$ cat config.mk
export PLATFORM = sky130hd
export DESIGN_NAME = usec_prescaler
export DESIGN_NICKNAME = d
export VERILOG_FILES = /design/src/rtl/usec_pkg.sv /design/src/rtl/usec_regs.sv /design/src/rtl/usec_accum.sv /design/src/rtl/usec_counter.sv /design/src/rtl/usec_prescaler.sv
export SDC_FILE = /design/constraint.sdc
export NUM_CORES = 1
export LEC_CHECK = 0
export BUFFER_PORTS_ARGS = -buffer_cell sky130_fd_sc_hd__buf_4
export CAP_MARGIN = 20
export CORE_AREA = 4 4 86 148
export CTS_CLUSTER_DIAMETER = 50
export CTS_CLUSTER_SIZE = 16
export DETAILED_ROUTE_END_ITERATION = 8
export DIE_AREA = 0 0 90 152
export PLACE_DENSITY_LB_ADDON = 0.3
export RECOVER_POWER = 25
export SYNTH_ARGS = -nofsm -noshare
export SYNTH_HDL_FRONTEND = slang
export SYNTH_HIERARCHICAL = 1
export SYNTH_SLANG_ARGS = --single-unit
$ cat constraint.sdc
create_clock -name clk -period 6.1 [get_ports clk]
set_input_delay 0.305 -clock clk [delete_from_list [all_inputs] [get_ports clk]]
set_output_delay 0.305 -clock clk [all_outputs]
set_load 0.02 [all_outputs]
$ cat src/rtl/usec_pkg.sv
package usec_pkg;

    localparam int FIELD_W = 8;
    localparam int CFG_W   = 2 * FIELD_W;
    localparam int ACC_W   = FIELD_W + 2;
    localparam int DATA_W  = 32;
    localparam int CNT_W   = 32;

    localparam logic [7:0] OFS_COUNT = 8'h10;
    localparam logic [7:0] OFS_RATIO = 8'h14;

    // S field in the upper byte, M field in the lower byte
    typedef struct packed {
        logic [FIELD_W-1:0] share_m1;
        logic [FIELD_W-1:0] cycles_m1;
    } ratio_t;

    typedef enum logic [1:0] {
        SEL_NONE,
        SEL_COUNT,
        SEL_RATIO
    } reg_sel_e;

    function automatic logic [ACC_W-1:0] modulus_of(ratio_t r);
        return ACC_W'(r.cycles_m1) + ACC_W'(1);
    endfunction

    // step added per clock, clamped so that the ratio never exceeds one tick per clock
    function automatic logic [ACC_W-1:0] step_of(ratio_t r);
        logic [ACC_W-1:0] s;
        s = ACC_W'(r.share_m1) + ACC_W'(1);
        if (r.share_m1 > r.cycles_m1)
            s = modulus_of(r);
        return s;
    endfunction

endpackage

$ cat src/rtl/usec_regs.sv
module usec_regs
    import usec_pkg::*;
#(
    parameter int          ADDR_W  = 8,
    parameter logic [15:0] RST_CFG = 16'h000B
) (
    input  logic              clk,
    input  logic              rst,
    input  logic              wr,
    input  logic [ADDR_W-1:0] addr,
    input  logic [DATA_W-1:0] wdata,
    input  logic [CNT_W-1:0]  count,
    output ratio_t            ratio,
    output logic              ratio_wr,
    output logic              count_ld,
    output logic [DATA_W-1:0] rdata
);

    reg_sel_e sel;
    ratio_t   ratio_q;

    always_comb begin
        if (addr == ADDR_W'(OFS_RATIO))
            sel = SEL_RATIO;
        else if (addr == ADDR_W'(OFS_COUNT))
            sel = SEL_COUNT;
        else
            sel = SEL_NONE;
    end

    assign ratio_wr = wr && (sel == SEL_RATIO);
    assign count_ld = wr && (sel == SEL_COUNT);

    always_ff @(posedge clk) begin
        if (rst)
            ratio_q <= ratio_t'(RST_CFG);
        else if (ratio_wr)
            ratio_q <= ratio_t'(wdata[CFG_W-1:0]);
    end

    assign ratio = ratio_q;

    always_comb begin
        unique case (sel)
            SEL_RATIO: rdata = DATA_W'(ratio_q);
            SEL_COUNT: rdata = DATA_W'(count);
            default:   rdata = '0;
        endcase
    end

    AST_RATIO_HOLD: assert property (@(posedge clk) disable iff (rst)
        !ratio_wr |=> $stable(ratio_q));

endmodule

$ cat src/rtl/usec_accum.sv
module usec_accum
    import usec_pkg::*;
(
    input  logic   clk,
    input  logic   rst,
    input  logic   clr,
    input  ratio_t ratio,
    output logic   hit,
    output logic   tick_q
);

    logic [ACC_W-1:0] acc_q;
    logic [ACC_W-1:0] sum;
    logic [ACC_W-1:0] modulus;

    assign modulus = modulus_of(ratio);
    assign sum     = acc_q + step_of(ratio);
    assign hit     = !clr && (sum >= modulus);

    always_ff @(posedge clk) begin
        if (rst || clr) begin
            acc_q  <= '0;
            tick_q <= 1'b0;
        end else begin
            acc_q  <= hit ? (sum - modulus) : sum;
            tick_q <= hit;
        end
    end

    AST_RESIDUE_BELOW_MOD: assert property (@(posedge clk) disable iff (rst)
        acc_q < modulus);
    AST_CLEAR_QUIET: assert property (@(posedge clk) disable iff (rst)
        clr |=> (!tick_q && acc_q == '0));

endmodule

$ cat src/rtl/usec_counter.sv
module usec_counter
    import usec_pkg::*;
(
    input  logic             clk,
    input  logic             rst,
    input  logic             ld,
    input  logic [CNT_W-1:0] ld_val,
    input  logic             inc,
    output logic [CNT_W-1:0] count
);

    always_ff @(posedge clk) begin
        if (rst)
            count <= '0;
        else if (ld)
            count <= ld_val;
        else if (inc)
            count <= count + CNT_W'(1);
    end

endmodule

$ cat src/rtl/usec_prescaler.sv
module usec_prescaler
    import usec_pkg::*;
#(
    parameter int          ADDR_W  = 8,
    parameter logic [15:0] RST_CFG = 16'h000B
) (
    input  logic              clk,
    input  logic              rst,
    input  logic              reg_wr,
    input  logic [ADDR_W-1:0] reg_addr,
    input  logic [31:0]       reg_wdata,
    output logic [31:0]       reg_rdata,
    output logic              tick_o
);

    ratio_t           ratio;
    logic             ratio_wr;
    logic             count_ld;
    logic             hit;
    logic [CNT_W-1:0] count;

    usec_regs #(.ADDR_W(ADDR_W), .RST_CFG(RST_CFG)) regs_i (
        .clk      (clk),
        .rst      (rst),
        .wr       (reg_wr),
        .addr     (reg_addr),
        .wdata    (reg_wdata),
        .count    (count),
        .ratio    (ratio),
        .ratio_wr (ratio_wr),
        .count_ld (count_ld),
        .rdata    (reg_rdata)
    );

    usec_accum accum_i (
        .clk    (clk),
        .rst    (rst),
        .clr    (ratio_wr),
        .ratio  (ratio),
        .hit    (hit),
        .tick_q (tick_o)
    );

    usec_counter counter_i (
        .clk    (clk),
        .rst    (rst),
        .ld     (count_ld),
        .ld_val (reg_wdata[CNT_W-1:0]),
        .inc    (hit),
        .count  (count)
    );

    AST_COUNT_FOLLOWS_TICK: assert property (@(posedge clk) disable iff (rst)
        !count_ld |=> (count - $past(count)) == CNT_W'(tick_o));
    AST_WRITE_NO_TICK: assert property (@(posedge clk) disable iff (rst)
        ratio_wr |=> (count == $past(count)));

endmodule

==> flow_summary.yaml, run 1 <==
layout:
  nNetsFinal: 746
  layout-drive-gt1-share_pct: 20.3
  postLayoutCoreUtil_pct: 50.9
  stdcell_count: 811
  diodes: 0
  syn_to_final_growth_pct: 21.1
logic_synthesis:
  synth.net_count: 671
  seq_area_frac_synth_pct: 24.4
  syn_inst: 596
  yosys_warnings: 6
  synth_seq_cells: 59
  syn_area_per_cell_um2: 8.13
  synthFlopType: "dfxtp_1"
  async_reset_ff_share_pct: 0
  yosysUniqueCellTypes: 72
  synth-edff-count: 0
  synthesis.area_mm2: 0.00484
power:
  irDropWorstVdd_mv: 0.186
  p_per_area_mw_per_mm2: 273
  p_leak_uw: 0.00228
drt:
  firstDrtPassIters: 5
  post_drt_wl_per_cell_um: 18.1
  drc_errors: 0
  drt_iter0_drc: 207
  viasPerCell: 5.88
  vias: 4766
  ant_nets: 0
  routed_wl_um: 14700
cts:
  h-tree-depth: 3
  tritoncts: "done"
  cts.reportedPaths.clkPinSlew_ns: 0.06
  cts_buffer_depth: 2
  cts_made_buffers: 9
  cts_root_buffer: "clkbuf_16"
  clk_latency_ns: 0.33
  clock-sinks: 59
sta:
  worst_pin_slew_ns: 1.34
  finalClockSkew_ns: 0.00831
  finalCriticalPeriod_ns: 5.79
  max_clock_freq_ghz: 0.173
  finalHoldViolCount: 0
  holdWs_ns: 0.235
  fin_crit_sh_pct: 94.9
  max_slew_margin_pct: 9.93
  setup_violations: 0
  slew_viol_final: 0
placement:
  gp_congestion: 0.978
  port_buffers: 75
  hpwlAfterDp_um: 11400
  dp.cells: 791
setup_path:
  endpoint_kind: "register"
  startpoint_type: "register"
  arrival_ns: 6.02
  critical_path_class: "register to register"
  crit_path_max_fanout: 8
  cp_data_required_time_ns: 6.33
floorplan:
  die_h_um: 152
  dieArea_mm2: 0.0137
  placementRows: 52
  boundaryPins: 76
  fp.dieW_um: 90
  initial_core_util_pct: 42.1
  core_mm2: 0.0115
hold_path:
  hold_path.class: "input port to register"
run:
  drv_cap: 0
global_routing:
  antenna_found_initial: 0
  grt_pass1_wl_um: 23700
  grt_pass1_vias: 4794
  grt_max_degree: 71
  gr-total-overflow: 0
  grt_use_total_pct: 21.2
run_status:
  status: "finished clean"
## registers in the layout, indices dropped and copies added (netlist names)
name	flops
regs_i/ratio	16
counter_i/count	32
accum_i/acc_q	10
accum_i/tick_q	1
## stage by stage
step / area (µm²) / total power [µW] / setup WS, ns / setup TNS, ns
after floorplan: 4840 / 890 / 0.313 / 0
after global placement: 5520 / 1060 / 0.242 / 0
after detailed placement: 5520 / 1070 / 0.0714 / 0
after CTS: 5820 / 1590 / 0.0295 / 0
after global routing: 5870 / 1700 / -0.00277 / -0.00277
final: 5870 / 1600 / 0.314 / 0
## cell families (layout without fill, tap and decap cells)
group | count (synthesis) | count (layout) | share of synthesized area (%)
and+or+nand+nor | 252 | 252 | 29.0
DFF | 59 | 59 | 24.4
buffers and inverters | 59 | 139 | 6.07
muxes | 42 | 42 | 8.70
xor gates and xnor gates | 35 | 35 | 6.33
adders and majority gates | 32 | 32 | 8.57
AOI/OAI and AO/OA | 117 | 117 | 16.9
## critical path: stages, from the launching register on
cell      delay (ns)
dfxtp_1         0.39
inv_1           0.10
ha_1            0.30
nor2b_1         0.13
o21a_1          0.16
o21a_1          0.16
o21ai_0         0.18
a21oi_2         0.11
mux2i_1         0.13
ha_1            0.24
fa_2            0.38
a21o_2          0.22
a221o_1         0.33
nor2_1          0.13
xnor2_1         0.11
ha_1            0.37
nand4_1         0.14
a211oi_2        0.21
o31ai_1         0.12
nand3_1         0.09
nor2_1          0.09
nor2_2          0.17
nand3_2         0.11
or4_4           0.62
or4_1           0.42
a311oi_1        0.29
## report_power, final
part	switching (µW)	internal, µW
Sequential	32.2	423
Clock	188	327
Combinational	363	272
## what timing repair did
action	CTS	global route
buffers inserted	0	4
setup endpoints to repair	0	12
hold endpoints to repair	0	0
gates resized for setup	0	9
hold buffers	0	0
## cells in the mapped netlist (5+ instances only)
cell type / n / area share (%)
a2111oi_0: 7 / 1.3
and2_1: 17 / 2.2
xor2_1: 10 / 1.8
o21ai_0: 18 / 1.9
xnor2_1: 25 / 4.5
a211oi_1: 18 / 2.8
inv_1: 25 / 1.9
dfxtp_1: 59 / 24
nor3b_1: 5 / 0.77
nand2b_1: 27 / 3.5
a21o_1: 5 / 0.77
nor2_1: 66 / 5.1
a21oi_1: 23 / 2.4
and3_1: 10 / 1.3
nor3_1: 10 / 1.0
o21a_1: 7 / 1.1
nand3_1: 26 / 2.7
nand2_1: 26 / 2.0
a311oi_1: 10 / 1.8
or3_1: 6 / 0.77
or4_1: 7 / 1.1
buf_6: 5 / 1.2
ha_1: 30 / 7.7
o31ai_1: 6 / 0.93
nand4_1: 17 / 2.2
nor4_1: 9 / 1.2
mux2i_1: 41 / 8.5
clkbuf_1: 19 / 1.5
## cell usage in the layout (no fill, tap or decap), types with 4 or more instances in the layout
cell	synthesis	layout
buf_4	0	94
nor2_1	66	65
dfxtp_1	59	59
mux2i_1	41	41
ha_1	30	30
nand2b_1	27	27
nand3_1	26	26
nand2_1	26	26
inv_1	25	25
xnor2_1	25	25
a21oi_1	23	22
o21ai_0	18	18
nand4_1	17	17
a211oi_1	18	17
and2_1	17	14
nor3_1	10	11
xor2_1	10	10
and3_1	10	10
clkbuf_16	0	9
a311oi_1	10	9
nor4_1	9	8
o21a_1	7	7
a2111oi_0	7	7
o31ai_1	6	6
or3_1	6	6
or4_1	7	6
a21o_1	5	5
nor3b_1	5	5
o211ai_1	4	4
clkbuf_1	19	4
and2_0	1	4
and4_1	4	4
## layer usage
layer | part of all wire, % | track usage [%]
met5 | 0 | 0
met4 | 4.9 | 11.1
met3 | 4.2 | 3.46
met2 | 55 | 40.6
met1 | 36 | 21.5
## path summary, 6_finish.rpt
check | start | end | slack [ns] | cells after the start
worst min register to register | regs_i/ratio[5]$_SDFFE_PP0P_ | regs_i/ratio[5]$_SDFFE_PP0P_ | 0.51 | 2
worst max-delay path | regs_i/ratio[1]$_SDFFE_PP1P_ | counter_i/count[19]$_SDFFE_PP0P_ | 0.31 | 25
worst min-delay path | reg_wdata[1] | counter_i/count[1]$_SDFFE_PP0P_ | 0.24 | 3
worst max register to register | regs_i/ratio[1]$_SDFFE_PP1P_ | counter_i/count[19]$_SDFFE_PP0P_ | 0.31 | 25
## cell type report
class,count,area [µm²]
repair buffers,97,721
clock inverters,4,50.0
inverters,26,97.6
fillers,1091,5650
flip-flops and latches,59,1180
well taps,135,169
clock buffers,12,246
multi-input cells,478,3400
No activity file was read; power rests on OpenSTA's default activity.
==> run 2, diff against run 1 <==
CTS_BUF_LIST = sky130_fd_sc_hd__clkbuf_4   (was not set)
==> flow_summary.yaml, run 2 (synthesis results as in run 1) <==
run_status:
  status: "finished clean"
drt:
  post_drt_wl_per_cell_um: 17.9
  routed_wl_um: 14500
  drt_iter0_drc: 209
  ant_nets: 0
  firstDrtPassIters: 5
  vias: 4729
  viasPerCell: 5.84
  drc_errors: 0
sta:
  slew_viol_final: 0
  fin_crit_sh_pct: 94.8
  max_clock_freq_ghz: 0.173
  setup_ws_ns: 0.320
  finalCriticalPeriod_ns: 5.78
  max_slew_margin_pct: 7.47
  finalClockSkew_ns: 0.0190
  worst_pin_slew_ns: 1.38
  finalHoldViolCount: 0
  setup_violations: 0
placement:
  hpwlAfterDp_um: 11400
  gp_congestion: 0.978
  port_buffers: 75
  dp.cells: 791
  dpl_worst_slack_ns: 0.0714
global_routing:
  grt_max_degree: 71
  antenna_found_initial: 0
  grt_use_total_pct: 21.0
  grt_pass1_vias: 4784
  grt_pass1_wl_um: 23600
  gr-total-overflow: 0
hold_path:
  hold_path.class: "input port to register"
  min_from: "reg_wdata[1]"
  holdPathEnd: "counter_i/count[1]$_SDFFE_PP0P_"
  hold_depth: 3
power:
  p_per_area_mw_per_mm2: 241
  p_leak_uw: 0.00221
  total_power_uw: 1370
  irDropWorstVdd_mv: 0.121
cts:
  cts_made_buffers: 9
  h-tree-depth: 3
  ctsHoldBuffers: 0
  tritoncts: "done"
  cts.reportedPaths.clkPinSlew_ns: 0.11
  cts_root_buffer: "clkbuf_4"
  cts_buffer_depth: 2
  clock-sinks: 59
  clk_latency_ns: 0.42
setup_path:
  crit_start: "regs_i/ratio[1]$_SDFFE_PP1P_"
  reg2regPathDepth: 25
  crit_path_max_fanout: 8
  ff2ff_setup_slack_ns: 0.32
  rr_endpoint: "counter_i/count[19]$_SDFFE_PP0P_"
  endpoint_kind: "register"
  arrival_ns: 6.10
  cp_common_cell: "ha_1"
  max_stage_delay_ns: 0.61
  startpoint_type: "register"
  cp.depth: 25
  critical_path_class: "register to register"
  cp_num_buf_inv: 1
  cp_slowest_cell: "or4_4"
  reg2reg_from: "regs_i/ratio[1]$_SDFFE_PP1P_"
  cp_data_required_time_ns: 6.42
  critPathTopFamily: "simple AND/OR/NAND/NOR gates"
floorplan:
  fp.dieW_um: 90
  core_mm2: 0.0115
  boundaryPins: 76
  dieArea_mm2: 0.0137
  die_h_um: 152
  placementRows: 52
  initial_core_util_pct: 42.1
layout:
  diodes: 0
  syn_to_final_growth_pct: 17.4
  largest_reg_flops: 32
  regMostFlops: "counter_i/count"
  multi_input_area_mm2: 0.00339
  nNetsFinal: 745
  layout_commonest_cell: "buf_4"
  register_area_mm2: 0.00118
  layout-drive-gt1-share_pct: 20.0
  fillCellCount: 1123
  stdcell_count: 810
  layout_common_cells: "buf_4 (93), nor2_1 (65), dfxtp_1 (58)"
run:
  drv_cap: 0
[run 2: cell count changes in the layout (fill, tap and decap cells not counted), sizes merged]
cell	before	now
buf	94	93
clkbuf	15	14
clkinv	2	3
[run 2: metal layers]
layer | vias up | wire (µm) | track usage (%)
met2 | 157 | 7940 | 40.4
met3 | 45 | 596 | 3.36
met4 | 0 | 712 | 10.7
met1 | 2202 | 5290 | 21.3
met5 | - | 0 | 0
li1 | 2325 | - | -
[run 2: tightest hold or removal path, cell delays in order]
cell and delay, ns:
buf_4 0.09, a21oi_1 0.06, nor2_1 0.07
[run 2: per-stage QoR]
| stage | cell area [µm²] | util [%] | hold WS, ns | TNS, ns |
|---|---|---|---|---|
| after floorplan | 4840 | - | 0.447 | 0 |
| after global placement | 5520 | 47.9 | 0.488 | 0 |
| after detailed placement | 5520 | 47.9 | 0.501 | 0 |
| after CTS | 5660 | 49.1 | 0.106 | 0 |
| after global routing | 5690 | 49.4 | 0.132 | -0.00159 |
| final | 5690 | 49.4 | 0.137 | 0 |
[run 2: power by group]
group          total [µW]  internal, µW  switching, µW
registers             454           422           31.9
clock network         290           132            158
logic                 624           262            362
[run 2: area by class of cell]
type | instances | area share (%)
well taps | 135 | 2.97
multi-input cells | 478 | 59.6
clock inverters | 5 | 0.946
flip-flops and latches | 59 | 20.8
repair buffers | 96 | 12.5
inverters | 26 | 1.72
clock buffers | 11 | 1.45
[run 2: worst max-delay path by stage]
stage	end	slack, ns
after CTS	counter_i/count[19]$_SDFFE_PP0P_	0.03
after floorplan	counter_i/count[17]$_SDFFE_PP0P_	0.31
after global placement	counter_i/count[17]$_SDFFE_PP0P_	0.24
after detailed placement	counter_i/count[19]$_SDFFE_PP0P_	0.07
after global routing	counter_i/count[17]$_SDFFE_PP0P_	-0.002
final	counter_i/count[19]$_SDFFE_PP0P_	0.32
[run 2: repair_timing]
item | 4_1_cts | 5_1_grt
gates resized for setup | 0 | 7
setup buffers | 0 | 3
endpoints found under the setup margin | 0 | 12
